$ cat src/rtl/sysopt_pkg.sv
package sysopt_pkg;
   localparam int OPT_W        = 8;
   localparam int BLK_OFF_W    = 6;
   localparam logic [OPT_W-1:0] OPT_RESET  = 8'h10;
   localparam logic [OPT_W-1:0] OPT_GUARD  = 8'h33;
   localparam logic [OPT_W-1:0] OPT_IMPL   = 8'hFB;
   localparam logic [BLK_OFF_W-1:0] OPT_OFFSET = 6'h39;

   typedef enum logic [1:0] {
      BIT_ABSENT = 2'd0,
      BIT_FREE   = 2'd1,
      BIT_GUARD  = 2'd2
   } bit_kind_e;

   function automatic bit_kind_e kind_of(input logic impl, input logic guard);
      if (!impl)      return BIT_ABSENT;
      else if (guard) return BIT_GUARD;
      else            return BIT_FREE;
   endfunction
endpackage

$ cat src/rtl/sysopt_addr_dec.sv
module sysopt_addr_dec #(
   parameter int ADDR_W = 16,
   parameter int PAGE_W = 4,
   parameter int OFF_W  = 6,
   parameter logic [OFF_W-1:0] OFFSET = 6'h39
) (
   input  logic [ADDR_W-1:0] addr,
   input  logic [PAGE_W-1:0] page,
   output logic              hit
);
   localparam int GAP_W = ADDR_W - PAGE_W - OFF_W;

   if (GAP_W < 1) begin : g_bad_width
      $error("sysopt_addr_dec: address too narrow for page and offset");
   end

   logic page_ok, gap_ok, off_ok;

   always_comb begin
      page_ok = (addr[ADDR_W-1 -: PAGE_W] == page);
      gap_ok  = (addr[ADDR_W-PAGE_W-1 : OFF_W] == '0);
      off_ok  = (addr[OFF_W-1:0] == OFFSET);
      hit     = page_ok && gap_ok && off_ok;
   end
endmodule

$ cat src/rtl/sysopt_window.sv
module sysopt_window #(
   parameter int WINDOW_CYCLES = 64
) (
   input  logic clk,
   input  logic rst_n,
   input  logic special_mode,
   input  logic wr_hit,
   output logic guard_open
);
   localparam int CNT_W = $clog2(WINDOW_CYCLES + 1);
   localparam logic [CNT_W-1:0] CNT_MAX  = CNT_W'(WINDOW_CYCLES);
   localparam logic [CNT_W-1:0] CNT_LAST = CNT_W'(WINDOW_CYCLES - 1);

   if (WINDOW_CYCLES < 1) begin : g_bad_window
      $error("sysopt_window: window must be at least one cycle");
   end

   logic [CNT_W-1:0] cnt_q;
   logic             locked_q;

   always_ff @(posedge clk or negedge rst_n) begin
      if (!rst_n) begin
         cnt_q <= '0;
      end else if (cnt_q != CNT_MAX) begin
         cnt_q <= cnt_q + 1'b1;
      end
   end

   always_ff @(posedge clk or negedge rst_n) begin
      if (!rst_n) begin
         locked_q <= 1'b0;
      end else if (!locked_q && ((wr_hit && !special_mode) || cnt_q == CNT_LAST)) begin
         locked_q <= 1'b1;
      end
   end

   assign guard_open = special_mode || !locked_q;
endmodule

$ cat src/rtl/sysopt_reg.sv
module sysopt_reg
   import sysopt_pkg::*;
#(
   parameter int ADDR_W        = 16,
   parameter int PAGE_W        = 4,
   parameter int WINDOW_CYCLES = 64,
   parameter logic [PAGE_W-1:0] HOME_PAGE = 4'h1,
   parameter logic [OPT_W-1:0]  RESET_VAL = OPT_RESET,
   parameter logic [OPT_W-1:0]  GUARD_MASK = OPT_GUARD,
   parameter logic [OPT_W-1:0]  IMPL_MASK  = OPT_IMPL
) (
   input  logic              clk,
   input  logic              rst_n,
   input  logic              special_mode,
   input  logic [PAGE_W-1:0] page_sel,
   input  logic [ADDR_W-1:0] addr,
   input  logic              wr_en,
   input  logic              rd_en,
   input  logic [OPT_W-1:0]  wdata,
   output logic [OPT_W-1:0]  rdata,
   output logic [OPT_W-1:0]  opt_bits
);
   if ((GUARD_MASK & ~IMPL_MASK) != '0) begin : g_bad_mask
      $error("sysopt_reg: guarded bit marked unimplemented");
   end

   logic [PAGE_W-1:0] page_eff;
   logic              hit;
   logic              wr_hit;
   logic              guard_open;
   logic [OPT_W-1:0]  opt_q;

   assign page_eff = special_mode ? page_sel : HOME_PAGE;

   sysopt_addr_dec #(
      .ADDR_W (ADDR_W),
      .PAGE_W (PAGE_W),
      .OFF_W  (BLK_OFF_W),
      .OFFSET (OPT_OFFSET)
   ) dec_i (
      .addr (addr),
      .page (page_eff),
      .hit  (hit)
   );

   assign wr_hit = wr_en && hit;

   sysopt_window #(
      .WINDOW_CYCLES (WINDOW_CYCLES)
   ) win_i (
      .clk          (clk),
      .rst_n        (rst_n),
      .special_mode (special_mode),
      .wr_hit       (wr_hit),
      .guard_open   (guard_open)
   );

   for (genvar i = 0; i < OPT_W; i++) begin : g_bit
      localparam bit_kind_e KIND = kind_of(IMPL_MASK[i], GUARD_MASK[i]);
      if (KIND == BIT_ABSENT) begin : g_absent
         assign opt_q[i] = 1'b0;
      end else if (KIND == BIT_GUARD) begin : g_guard
         always_ff @(posedge clk or negedge rst_n) begin
            if (!rst_n)                      opt_q[i] <= RESET_VAL[i];
            else if (wr_hit && guard_open)   opt_q[i] <= wdata[i];
         end
      end else begin : g_free
         always_ff @(posedge clk or negedge rst_n) begin
            if (!rst_n)      opt_q[i] <= RESET_VAL[i];
            else if (wr_hit) opt_q[i] <= wdata[i];
         end
      end
   end

   assign opt_bits = opt_q;
   assign rdata    = (rd_en && hit) ? opt_q : '0;
endmodule

$ cat config.mk
export PLATFORM = sky130hd
export DESIGN_NAME = sysopt_reg
export DESIGN_NICKNAME = d
export VERILOG_FILES = /design/src/rtl/sysopt_pkg.sv /design/src/rtl/sysopt_addr_dec.sv /design/src/rtl/sysopt_window.sv /design/src/rtl/sysopt_reg.sv
export SDC_FILE = /design/constraint.sdc
export NUM_CORES = 1
export LEC_CHECK = 0
export BUFFER_PORTS_ARGS = -buffer_cell sky130_fd_sc_hd__buf_2
export CORE_UTILIZATION = 45
export CTS_BUF_LIST = sky130_fd_sc_hd__clkbuf_16
export DETAILED_ROUTE_END_ITERATION = 12
export HOLD_SLACK_MARGIN = 0.06
export PLACE_DENSITY_LB_ADDON = 0.08
export SYNTH_ARGS = -nofsm -noshare
export SYNTH_HDL_FRONTEND = slang
export SYNTH_SLANG_ARGS = --single-unit
$ cat constraint.sdc
create_clock -name clk -period 7.2 [get_ports clk]
set_clock_uncertainty 0.15 [all_clocks]
set_input_delay 1.8 -clock clk [delete_from_list [all_inputs] [get_ports clk]]
set_output_delay 1.8 -clock clk [all_outputs]
set_load 0.01 [all_outputs]
==> impl_metrics.env, run 1 <==
export IMPL_hold_violations=0
export IMPL_htree_num_levels=1
export IMPL_clkSinkCount=15
export IMPL_synth_edf_count=0
export IMPL_clockBufferDepth=2
export IMPL_drive_above_1_share_pct=48.0
export IMPL_antenna_found_initial=0
export IMPL_crit_arrival_ns=3.30
export IMPL_worstHoldStart="win_i.cnt_q[6]"
export IMPL_fin_crit_ns=5.25
export IMPL_wl_um=1660
export IMPL_path_class="input pin to output port"
export IMPL_fin_crit_sh_pct=72.9
export IMPL_r2r_start="win_i.locked_q"
export IMPL_cts_hold_buf=0
export IMPL_synth_warnings=0
export IMPL_ioPinCount=49
export IMPL_grt_pass1_vias=615
export IMPL_setup_ws_ns=1.95
export IMPL_rows=15
export IMPL_numCtsBuffers=3
export IMPL_synth_common_cells="dfrtp_1, and2_1, mux2_2"
export IMPL_rr_endpoint="opt_bits[0]"
export IMPL_vdd_ir_drop_max_uv=143
export IMPL_setup_viol=0
export IMPL_numPortBuffers=45
export IMPL_synthTopCellsByArea="dfrtp_1, mux2_2, and2_1, xnor2_1, dfstp_2"
export IMPL_clk_pin_slew_ns=0.05
export IMPL_place_gp_congestion=0.718
export IMPL_syn_avg_cell_area_um2=10.6
export IMPL_path_max_fanout=7
export IMPL_cts_tree="built"
export IMPL_max_freq_mhz=190
export IMPL_crit_path_start_kind="input pin"
export IMPL_num_vias=718
export IMPL_yosysSeqAreaShare_pct=46.2
export IMPL_r2r_cells=3
export IMPL_p_leak_nw=0.632
export IMPL_power_density_mw_per_mm2=183
export IMPL_synth_xor_area_share_pct=7.53
export IMPL_synth_simple_gate_area_share_pct=21.4
export IMPL_synth_top_cell_by_area="dfrtp_1"
export IMPL_required_ns=5.25
export IMPL_hold_depth=1
export IMPL_grt_pass1_wl_um=2520
export IMPL_holdCritPathClass="flip-flop to flip-flop"
export IMPL_status="finished clean"
export IMPL_grt_usage_pct=18.2
export IMPL_cts_root_buffer="clkbuf_16"
export IMPL_synth_most_common_cell="dfrtp_1"
export IMPL_synth_area_mux_share_pct=9.68
export IMPL_syn_inst=77
export IMPL_grt_setup_unrepaired="no"
export IMPL_dp_hpwl_um=1270
export IMPL_wl_per_cell_um=11.1
export IMPL_netlist_area_leader_share_pct=43.0
export IMPL_hold_end="win_i.cnt_q[6]"
export IMPL_synth_compound_area_share_pct=7.53
export IMPL_drv_cap=0
export IMPL_cts_setup_buffers=0
export IMPL_synth_top_family_by_area="simple AND/OR/NAND/NOR gates"
export IMPL_cts_resized=0
export IMPL_grt_ovfl_total=0
export IMPL_drt_iter0_markers=12
export IMPL_final_nets=161
export IMPL_initial_core_util_pct=47.7
export IMPL_synth_area_um2=815
export IMPL_dr_pass1_iters=4
export IMPL_insertion_delay_ns=0.25
export IMPL_tns_ns=0
export IMPL_die_area_mm2=0.00198
export IMPL_setup_worst_path_end_class="output port"
export IMPL_ys_seq_elements=15
export IMPL_grt_start_max_net_pins=16
export IMPL_synth_adder_area_share_pct=3.07
export IMPL_die_x_um=44.5
export IMPL_pre_cts_ws_ns=1.98
export IMPL_drc=0
export IMPL_whs_ns=0.342
export IMPL_antennaDiodeCount=0
export IMPL_finalMaxSlewViolations=0
export IMPL_die_y_um=44.5
export IMPL_yosysUniqueCellTypes=28
export IMPL_areaGrowthSynthToFinish_pct=40.2
export IMPL_dominantRegCellSynth="dfrtp_1"
export IMPL_route_antenna_remaining_nets=0
export IMPL_viasPerCell=4.79
export IMPL_core_mm2=0.00171
export IMPL_reg2reg_slack_ns=5.74
export IMPL_synthArstFlopShare_pct=100
power by group:
| group | switching (W) | internal [W] |
|---|---|---|
| clock network | 0.0000353 | 0.0000748 |
| registers | 0.00000000837 | 0.0000845 |
| logic | 0.00000688 | 0.00000793 |
cell usage in the layout, fill, tap and decap left out, types with 2 or more instances in the layout:
| cell type | Yosys | layout |
|---|---|---|
| nor4b_1 | 2 | 2 |
| inv_1 | 5 | 5 |
| xor2_1 | 2 | 2 |
| nor2_1 | 3 | 3 |
| dfrtp_1 | 14 | 14 |
| conb_1 | 1 | 2 |
| ha_1 | 2 | 2 |
| o22ai_1 | 2 | 2 |
| xnor2_1 | 5 | 5 |
| clkbuf_16 | 0 | 3 |
| mux2_2 | 7 | 7 |
| nand2_1 | 5 | 5 |
| o21ai_0 | 2 | 2 |
| and2_1 | 8 | 8 |
| nand3_1 | 4 | 4 |
| buf_2 | 0 | 45 |
logic make-up after synthesis:
kind of cell / Yosys count
compound gates: 8
mux: 7
buf+inv: 7
fa+ha+maj: 2
flops: 15
xor+xnor: 7
other cells: 1
simple gates: 30
flip-flops by register name, indices dropped and copies added, names as in the netlist:
register        count
opt_bits            7
win_i.locked_q      1
win_i.cnt_q         7
worst max path at each step:
| stage | from | endpoint | slack, ns | depth (start not counted) |
|---|---|---|---|---|
| floorplan | page_sel[0] | rdata[0] | 2.30 | 5 |
| global placement | special_mode | rdata[6] | 1.99 | 7 |
| detailed placement | special_mode | rdata[0] | 1.98 | 7 |
| CTS | special_mode | rdata[5] | 1.94 | 7 |
| global route | addr[9] | rdata[5] | 1.81 | 7 |
| finish | special_mode | rdata[5] | 1.95 | 7 |
area by class of cell:
cell class | instances | area, um^2
Fill cell | 145 | 566
Multi-Input combinational cell | 56 | 408
Sequential cell | 15 | 377
Timing Repair Buffer | 45 | 225
Clock buffer | 3 | 75.1
Tap cell | 25 | 31.3
Inverter | 5 | 18.8
Clock inverter | 1 | 7.51
per-stage QoR:
| step | std cells | util [%] | instance area, um^2 | total power, W |
|---|---|---|---|---|
| 5_1_grt | 150 | 66.9 | 1140 | 0.000216 |
| 3_3_place_gp | 146 | 62.1 | 1060 | 0.000100 |
| 6_report | 150 | 66.9 | 1140 | 0.000209 |
| 3_5_place_dp | 146 | 62.1 | 1060 | 0.000101 |
| 4_1_cts | 150 | 66.9 | 1140 | 0.000211 |
| 2_1_floorplan | 78 | - | 818 | 0.0000907 |
routing by layer:
layer	GRT usage, %	part of all wire [%]
met4	10.9	1.9
met3	4.90	6.3
met2	27.6	47
met5	0	0
met1	23.2	45
worst max-delay path, stage by stage:
cell	delay, ns
buf_2	0.14
and2b_2	0.20
xnor2_1	0.12
a2111oi_2	0.42
and3_2	0.33
and2_1	0.16
buf_2	0.13
(Power assumes the default switching activity.)
==> run 2, diff against run 1 <==
- CORE_UTILIZATION: 45 -> 38
- clock period: 7.2 -> 4.63 ns (I/O delays scaled with it)
==> run 2 against run 1 <==
  * Critical path depth is the same
  * Flip-flop and latch count stayed put
  * First-iteration DRC count fell by 67%
==> impl_metrics.env, run 2 (same netlist as run 1, synthesis figures left out) <==
export IMPL_holdCritPathClass="flip-flop to flip-flop"
export IMPL_hold_violations=0
export IMPL_grt_pass1_wl_um=2050
export IMPL_crit_arrival_ns=2.64
export IMPL_path_max_fanout=7
export IMPL_r2r_cells=3
export IMPL_vdd_ir_drop_max_uv=234
export IMPL_tns_ns=0
export IMPL_drc=0
export IMPL_setup_worst_path_end_class="output port"
export IMPL_layout_commonest_cell="buf_2"
export IMPL_die_area_mm2=0.00233
export IMPL_ioPinCount=49
export IMPL_cts_resized=0
export IMPL_htree_num_levels=1
export IMPL_wl_per_cell_um=10.5
export IMPL_route_antenna_remaining_nets=0
export IMPL_num_vias=723
export IMPL_fillers=190
export IMPL_finalMaxSlewViolations=0
export IMPL_clockBufferDepth=2
export IMPL_core_mm2=0.00198
export IMPL_cts_setup_buffers=0
export IMPL_cts_hold_buf=0
export IMPL_antenna_found_initial=0
export IMPL_wl_um=1600
export IMPL_setup_viol=0
export IMPL_grt_setup_unrepaired="no"
export IMPL_power_density_mw_per_mm2=279
export IMPL_status="finished clean"
export IMPL_final_nets=161
export IMPL_hold_depth=2
export IMPL_viasPerCell=4.76
export IMPL_antennaDiodeCount=0
export IMPL_instances_no_fill=152
export IMPL_drv_cap=0
export IMPL_max_freq_mhz=253
export IMPL_insertion_delay_ns=0.24
export IMPL_grt_pass1_vias=532
export IMPL_grt_ovfl_total=0
export IMPL_grt_usage_pct=13.3
export IMPL_clkSinkCount=15
export IMPL_fin_crit_ns=3.95
export IMPL_path_class="input pin to output port"
export IMPL_worstHoldStart="win_i.locked_q"
export IMPL_clk_pin_slew_ns=0.05
export IMPL_place_gp_congestion=0.750
export IMPL_fin_crit_sh_pct=85.3
export IMPL_dpl_cell_count=148
export IMPL_drt_iter0_markers=4
export IMPL_dp_hpwl_um=1230
export IMPL_areaGrowthSynthToFinish_pct=40.1
export IMPL_dr_pass1_iters=3
export IMPL_initial_core_util_pct=41.1
export IMPL_numPortBuffers=45
export IMPL_required_ns=3.32
export IMPL_rows=16
export IMPL_cts_tree="built"
export IMPL_grt_start_max_net_pins=16
export IMPL_cts_root_buffer="clkbuf_16"
export IMPL_die_x_um=48.3
export IMPL_drive_above_1_share_pct=47.2
export IMPL_r2r_start="win_i.locked_q"
export IMPL_cp_startpoint="special_mode"
export IMPL_p_leak_nw=0.637
export IMPL_final_cell_mix="buf_2, dfrtp_1, and2_1"
export IMPL_crit_path_start_kind="input pin"
export IMPL_numCtsBuffers=3
export IMPL_die_y_um=48.3
run 2: changes by cell type in the layout (fill, tap and decap cells not counted):
cell	before	now
clkinvlp_4	1	0
inv_1	5	6
run 2: path summary, 6_finish.rpt:
path	end	slack, ns
worst max-delay path	rdata[7]	0.68
worst min-delay path	win_i.locked_q	0.33
worst max register to register	opt_bits[5]	3.18
worst min register to register	win_i.locked_q	0.33
max in group asynchronous	opt_bits[4]	3.37
min in group asynchronous	win_i.cnt_q[0]	0.66
run 2: area by class of cell:
cell class	count	area (um^2)	area share [%]
clock buffer	3	75.1	6.58
clock inverter	1	3.75	0.329
inverter	5	18.8	1.64
multi-input combinational	56	408	35.7
sequential	15	377	33.0
tap	27	33.8	2.96
timing repair buffer	45	225	19.7
run 2: layer usage:
layer / global-route usage (%) / up-vias / part of all wire (%)
li1: - / 360 / -
met1: 16.0 / 324 / 45
met2: 20.0 / 34 / 44
met3: 4.81 / 5 / 9.2
met4: 8.33 / 0 / 1.9
met5: 0 / - / 0
run 2: power by group:
group	total [W]	leakage [nW]	switching, W	internal [W]
Sequential	0.000132	0.186	0.0000000126	0.000132
Combinational	0.0000230	0.408	0.0000107	0.0000123
Clock	0.000164	0.0423	0.0000502	0.000114
Total	0.000319	0.637	0.0000608	0.000258
run 2: per-stage QoR:
step                utilization [%]  hold WS, ns  worst slack, ns  area, um^2  total power (W)
CTS                            57.6        0.342            0.677        1140         0.000323
global placement               53.6        0.315            0.695        1060         0.000156
detailed placement             53.6        0.323            0.680        1060         0.000157
global route                   57.6        0.357            0.538        1140         0.000329
floorplan                         -        0.298             1.01         818         0.000141
finish                         57.6        0.335            0.682        1140         0.000319
run 2: critical path: stages:
cell and delay [ns]:
buf_2 0.14, and2b_2 0.20, xnor2_1 0.13, a2111oi_2 0.43, and3_2 0.32, and2_1 0.14, buf_2 0.12
